File: config.mk
export PLATFORM = sky130hd
export DESIGN_NAME = rtc_core
export DESIGN_NICKNAME = d
export VERILOG_FILES = /design/src/rtl/rtc_core.sv
export SDC_FILE = /design/constraint.sdc
export NUM_CORES = 1
export LEC_CHECK = 0
export ABC_AREA = 0
export CAP_MARGIN = 30
export CORE_MARGIN = 8
export CORE_UTILIZATION = 36
export DETAILED_ROUTE_END_ITERATION = 10
export GPL_TIMING_DRIVEN = 1
export PLACE_DENSITY = 0.63
export SKIP_LAST_GASP = 1
export SYNTH_ARGS = -nofsm -noshare
export SYNTH_HDL_FRONTEND = slang
export SYNTH_SLANG_ARGS = --single-unit
File: constraint.sdc
create_clock -name clk -period 5.5 [get_ports clk]
set_input_delay 1.1 -clock clk [delete_from_list [all_inputs] [get_ports clk]]
set_output_delay 1.1 -clock clk [all_outputs]
set_load 0.01 [all_outputs]
File: src/rtl/rtc_core.sv
module rtc_core #(
  parameter int DIV_W   = 16,
  parameter int PER_W   = 10,
  parameter int ADD_W   = 6,
  parameter int DIV_RST = 32767
) (
  input  logic        clk,
  input  logic        rst_n,
  input  logic        osc_en,
  input  logic        bus_we,
  input  logic [3:0]  bus_addr,
  input  logic [31:0] bus_wdata,
  output logic [31:0] bus_rdata,
  output logic        irq_hz,
  output logic        irq_alarm
);
  localparam int LIM_W = DIV_W + 1;
  localparam int PER_LO = DIV_W;
  localparam int ADD_LO = DIV_W + PER_W;
  localparam logic [3:0] A_SEC = 4'h0, A_ALM = 4'h4, A_STAT = 4'h8, A_TRIM = 4'hC;

  logic [31:0]      sec, alm;
  logic [DIV_W-1:0] div;
  logic [PER_W-1:0] per, per_cnt;
  logic [ADD_W-1:0] add;
  logic [LIM_W-1:0] pre_cnt, limit;
  logic en_hz, en_al, fl_hz, fl_al;

  logic wr_sec, wr_alm, wr_stat, wr_trim;
  assign wr_sec  = bus_we && bus_addr == A_SEC;
  assign wr_alm  = bus_we && bus_addr == A_ALM;
  assign wr_stat = bus_we && bus_addr == A_STAT;
  assign wr_trim = bus_we && bus_addr == A_TRIM;

  logic trim_due, tick, sec_adv, al_hit;
  assign trim_due = (add != '0) && (per_cnt == per);
  assign limit    = {1'b0, div} + (trim_due ? LIM_W'(add) : LIM_W'(0));
  assign tick     = osc_en && (pre_cnt == limit);
  assign sec_adv  = tick && !wr_sec;
  assign al_hit   = sec_adv && (sec + 32'd1 == alm);

  always_ff @(posedge clk or negedge rst_n) begin
    if (!rst_n) begin
      pre_cnt <= '0;
      per_cnt <= '0;
    end else if (wr_trim) begin
      pre_cnt <= '0;
      per_cnt <= '0;
    end else if (osc_en) begin
      if (tick) begin
        pre_cnt <= '0;
        per_cnt <= (per_cnt == per) ? '0 : per_cnt + 1'b1;
      end else begin
        pre_cnt <= pre_cnt + 1'b1;
      end
    end
  end

  always_ff @(posedge clk or negedge rst_n) begin
    if (!rst_n) begin
      div <= DIV_W'(DIV_RST);
      per <= '0;
      add <= '0;
    end else if (wr_trim) begin
      div <= bus_wdata[DIV_W-1:0];
      per <= bus_wdata[PER_LO +: PER_W];
      add <= bus_wdata[ADD_LO +: ADD_W];
    end
  end

  always_ff @(posedge clk or negedge rst_n) begin
    if (!rst_n)        sec <= '0;
    else if (wr_sec)   sec <= bus_wdata;
    else if (sec_adv)  sec <= sec + 32'd1;
  end

  always_ff @(posedge clk or negedge rst_n) begin
    if (!rst_n)       alm <= '0;
    else if (wr_alm)  alm <= bus_wdata;
  end

  always_ff @(posedge clk or negedge rst_n) begin
    if (!rst_n) begin
      en_hz <= 1'b0;
      en_al <= 1'b0;
      fl_hz <= 1'b0;
      fl_al <= 1'b0;
    end else begin
      if (wr_stat) begin
        en_hz <= bus_wdata[3];
        en_al <= bus_wdata[2];
      end
      fl_hz <= tick   || (fl_hz && !(wr_stat && bus_wdata[1]));
      fl_al <= al_hit || (fl_al && !(wr_stat && bus_wdata[0]));
    end
  end

  always_comb begin
    unique case (bus_addr)
      A_SEC:   bus_rdata = sec;
      A_ALM:   bus_rdata = alm;
      A_STAT:  bus_rdata = {28'd0, en_hz, en_al, fl_hz, fl_al};
      A_TRIM:  bus_rdata = {add, per, div};
      default: bus_rdata = '0;
    endcase
  end

  assign irq_hz    = fl_hz & en_hz;
  assign irq_alarm = fl_al & en_al;
endmodule


==> results of run 1 <==
## worst register-to-register path: stages, from the launching register on
cell and delay, ns:
dfrtp_1 0.42, xnor2_1 0.19, nand4_1 0.12, nor4_2 0.69, buf_4 0.25, and2_1 0.13
ha_1 0.29, and2_4 0.20, a221o_1 0.38, o211ai_1 0.36, mux2_2 0.38, o21ai_1 0.09
o2bb2ai_2 0.35, nand2_1 0.11, buf_4 0.25, or4b_1 0.51, a21oi_1 0.17
## power by group
part | switching, mW | leakage, nW | internal (mW)
logic | 0.398 | 2.26 | 0.389
registers | 0.275 | 1.59 | 1.13
clock network | 0.425 | 0.293 | 0.749
total | 1.10 | 4.14 | 2.27
## cells in the mapped netlist (all sizes together), types with 3 or more instances
cell,number,area [sq um]
nor3b,3,27.5
o21ai,53,265
nor3,13,65.1
nand3,52,270
inv,42,158
buf,9,41.3
o21a,6,45.0
ha,9,113
or4b,3,30.0
nand2,160,601
or3,4,25.0
a21oi,21,105
dfrtp,112,2800
or4,3,22.5
mux2i,6,60.1
o211ai,7,52.6
a31oi,6,37.5
nor4,10,68.8
dfstp,15,394
nand3b,4,30.0
a22oi,4,30.0
xor2,56,490
and3,21,131
nand4,25,156
a21o,4,30.0
a222oi,28,280
and2,15,96.3
nor2b,3,18.8
and4,5,43.8
xnor2,67,587
clkbuf,47,176
nand2b,4,25.0
nor2,42,158
nor4b,4,41.3
mux2,35,394
## how the worst max path moves through the flow
stage	endpoint	slack (ns)	cells after the start
floorplan	per_cnt[7]$_DFFE_PN0P_	1.31	16
global placement	per_cnt[5]$_DFFE_PN0P_	0.67	16
detailed placement	per_cnt[6]$_DFFE_PN0P_	0.62	16
CTS	per_cnt[6]$_DFFE_PN0P_	0.56	16
global route	per_cnt[6]$_DFFE_PN0P_	0.25	16
finish	per_cnt[6]$_DFFE_PN0P_	0.54	16
## cell usage in the layout, fill, tap and decap left out, types with 5 or more instances in the layout
| cell type | netlist | routed |
|---|---|---|
| nand4_1 | 25 | 25 |
| mux2_2 | 35 | 35 |
| o211ai_1 | 7 | 7 |
| and2_1 | 14 | 13 |
| inv_1 | 42 | 42 |
| dfstp_2 | 15 | 15 |
| o21ai_0 | 30 | 30 |
| o21ai_1 | 23 | 23 |
| and4_1 | 5 | 5 |
| a222oi_1 | 28 | 28 |
| nor3_1 | 13 | 13 |
| a21oi_1 | 21 | 21 |
| mux2i_1 | 6 | 6 |
| ha_1 | 9 | 9 |
| xnor2_1 | 67 | 67 |
| clkdlybuf4s50_1 | 0 | 72 |
| nand3_1 | 50 | 50 |
| nand2_1 | 160 | 160 |
| a31oi_1 | 6 | 6 |
| o21a_1 | 6 | 6 |
| and3_1 | 21 | 21 |
| buf_4 | 0 | 18 |
| xor2_1 | 56 | 56 |
| clkbuf_16 | 0 | 17 |
| nor2_1 | 42 | 42 |
| dfrtp_1 | 112 | 112 |
| nor4_1 | 9 | 7 |
## area by class of cell
type	count	area, sq um
clock inverters	9	133
repair buffers	91	883
fillers	2168	12600
inverters	42	158
flip-flops and latches	127	3200
well taps	285	357
clock buffers	23	478
multi-input cells	695	4560
## metal layers
layer	vias up	part of all wire [%]
met5	-	0
met1	3460	47
li1	3347	-
met2	165	48
met3	18	4.6
met4	0	0.98
## registers in the layout, indices dropped and copies added (netlist names)
name,flops
sec,32
alm,32
per_cnt,10
en_al,1
add,6
per,10
div,16
fl_al,1
en_hz,1
pre_cnt,17
fl_hz,1
## cells by family after synthesis
logic type,synth area share [%]
multiplexers,5.60
flip-flops,39.4
adder cells (fa/ha/maj),1.63
XOR/XNOR,13.3
AO/OA/AOI/OAI,12.7
AND/OR/NAND/NOR,22.7
buffers and inverters,4.62
## per-stage QoR
step | utilization, % | hold WS [ns] | instance area (sq um)
after global placement | 40.8 | 0.456 | 9130
final | 43.7 | 0.477 | 9770
after floorplan | - | 0.449 | 8120
after CTS | 43.7 | 0.477 | 9770
after detailed placement | 41.0 | 0.467 | 9160
after global routing | 43.7 | 0.509 | 9770
==> flow_metrics.env, run 1 <==
export IMPL_status="finished, final reports clean"
export IMPL_antenna_found_initial=0
export IMPL_r2r_slack_ns=0.54
export IMPL_wl_per_cell_um=18.8
export IMPL_io_buffers=73
export IMPL_wl_mm=23.9
export IMPL_synth_edff_count=0
export IMPL_relSlewSlack_pct=45.7
export IMPL_met2_usage_pct=28.8
export IMPL_startpoint="per_cnt[8]$_DFFE_PN0P_"
export IMPL_power_density_nw_per_um2=345
export IMPL_ant_nets=0
export IMPL_drc=0
export IMPL_power_total_mw=3.37
export IMPL_min_period_ns=4.96
export IMPL_layout_drive_gt1_share_pct=11.4
export IMPL_critical_path_max_stage_delay_ns=0.69
export IMPL_setup_tns_ns=0
export IMPL_rsz0062_at_grt="false"
export IMPL_cts_root_buf="clkbuf_16"
export IMPL_first_global_vias=7065
export IMPL_use_met3_pct=3.87
export IMPL_use_met1_pct=23.0
export IMPL_ys_warnings_count=0
export IMPL_grt_max_degree=64
export IMPL_die_h_um=166
export IMPL_cts_setup_buffers=0
export IMPL_vias=6990
export IMPL_num_rows=55
export IMPL_final_net_count=1024
export IMPL_die_w_um=166
export IMPL_place_hpwl_mm=17.0
export IMPL_grt_pass1_wl_mm=39.1
export IMPL_reg2reg_from="per_cnt[8]$_DFFE_PN0P_"
export IMPL_grt_busiest_layer="met2"
export IMPL_core_sq_um=22400
export IMPL_cpMaxStageDelayCell="nor4_2"
export IMPL_ys_ff_latch=127
export IMPL_drt_iter0_drc=564
export IMPL_cp_max_fo=22
export IMPL_cts_tree="done"
export IMPL_peakVddDrop_mv=0.203
export IMPL_p_leak_nw=4.14
export IMPL_drv_cap=0
export IMPL_cts_sinks=127
export IMPL_place_inst=1240
export IMPL_drv_slew=0
export IMPL_hold_viol_final=0
export IMPL_final_setup_viol_count=0
export IMPL_min_from="div[5]$_DFFE_PN1P_"
export IMPL_clk_pin_slew_ns=0.06
export IMPL_cp_arrival_ns=5.31
export IMPL_cts_resized=0
export IMPL_ys_async_sr_fraction_pct=100
export IMPL_worstMarginPinSlew_ns=0.807
export IMPL_first_pass_iters=7
export IMPL_syn_num_nets=970
export IMPL_dieArea_sq_um=27600
export IMPL_crit_path_cell_trace="xnor2_1 -> nand4_1 -> nor4_2 -> buf_4 -> and2_1 -> ha_1 -> and2_4 -> a221o_1 -> o211ai_1 -> mux2_2 -> o21ai_1 -> o2bb2ai_2 -> nand2_1 -> buf_4 -> or4b_1 -> a21oi_1"
export IMPL_ios=74
export IMPL_yosysSeqAreaShare_pct=39.4
export IMPL_grt_overflow_total=0
export IMPL_syn_inst=920
export IMPL_fmax_ghz=0.201
export IMPL_area_delta_synth_final_pct=20.4
export IMPL_fin_crit_sh_pct=90.3
export IMPL_timing_final_ws_setup_ns=0.536
export IMPL_finalClockSkew_ns=0.0184
export IMPL_start_util_pct=36.3
export IMPL_hold_depth=2
export IMPL_gp_congestion=0.874
export IMPL_crit_buf_inv=2
export IMPL_critPathKind="flip-flop to flip-flop"
export IMPL_ys_flop_type="dfrtp_1"
export IMPL_r2r_end="per_cnt[6]$_DFFE_PN0P_"
export IMPL_cp_required_ns=5.85
export IMPL_clk_latency_ns=0.43
export IMPL_crit_family="simple AND/OR/NAND/NOR gates"
export IMPL_syn_area_per_cell_sq_um=8.82
export IMPL_post_synth_num_cell_types=59
export IMPL_fin_cells=1272
export IMPL_crit_top_cell="buf_4"
export IMPL_diodes=0
export IMPL_htree_levels=4
export IMPL_grt_usage_pct=17.5
export IMPL_dp_slack_ns=0.623
export IMPL_drt_vias_per_instance=5.50
export IMPL_end_kind="flip-flop"
export IMPL_ff2ff_path_depth=16
export IMPL_hold_class="flip-flop to flip-flop"
export IMPL_clockBufferDepth=2
export IMPL_min_to="div[5]$_DFFE_PN1P_"
export IMPL_cp_start_kind="flip-flop"
export IMPL_mappedNetlistArea_sq_um=8120
export IMPL_cts_buffers=17
export IMPL_cts_hold_buf=0
No activity file was read; power rests on OpenSTA's default activity.
==> run 2: changes to the inputs <==
Settings changed: SKIP_LAST_GASP 1 to unset.
==> results of run 2 <==
No change in the layout: final DEF, timing and power equal those of run 1.
==> run 3: changes to the inputs <==
Settings changed: ABC_AREA 0 to unset.
==> results of run 3 <==
No change in the layout: final DEF, timing and power equal those of run 1.
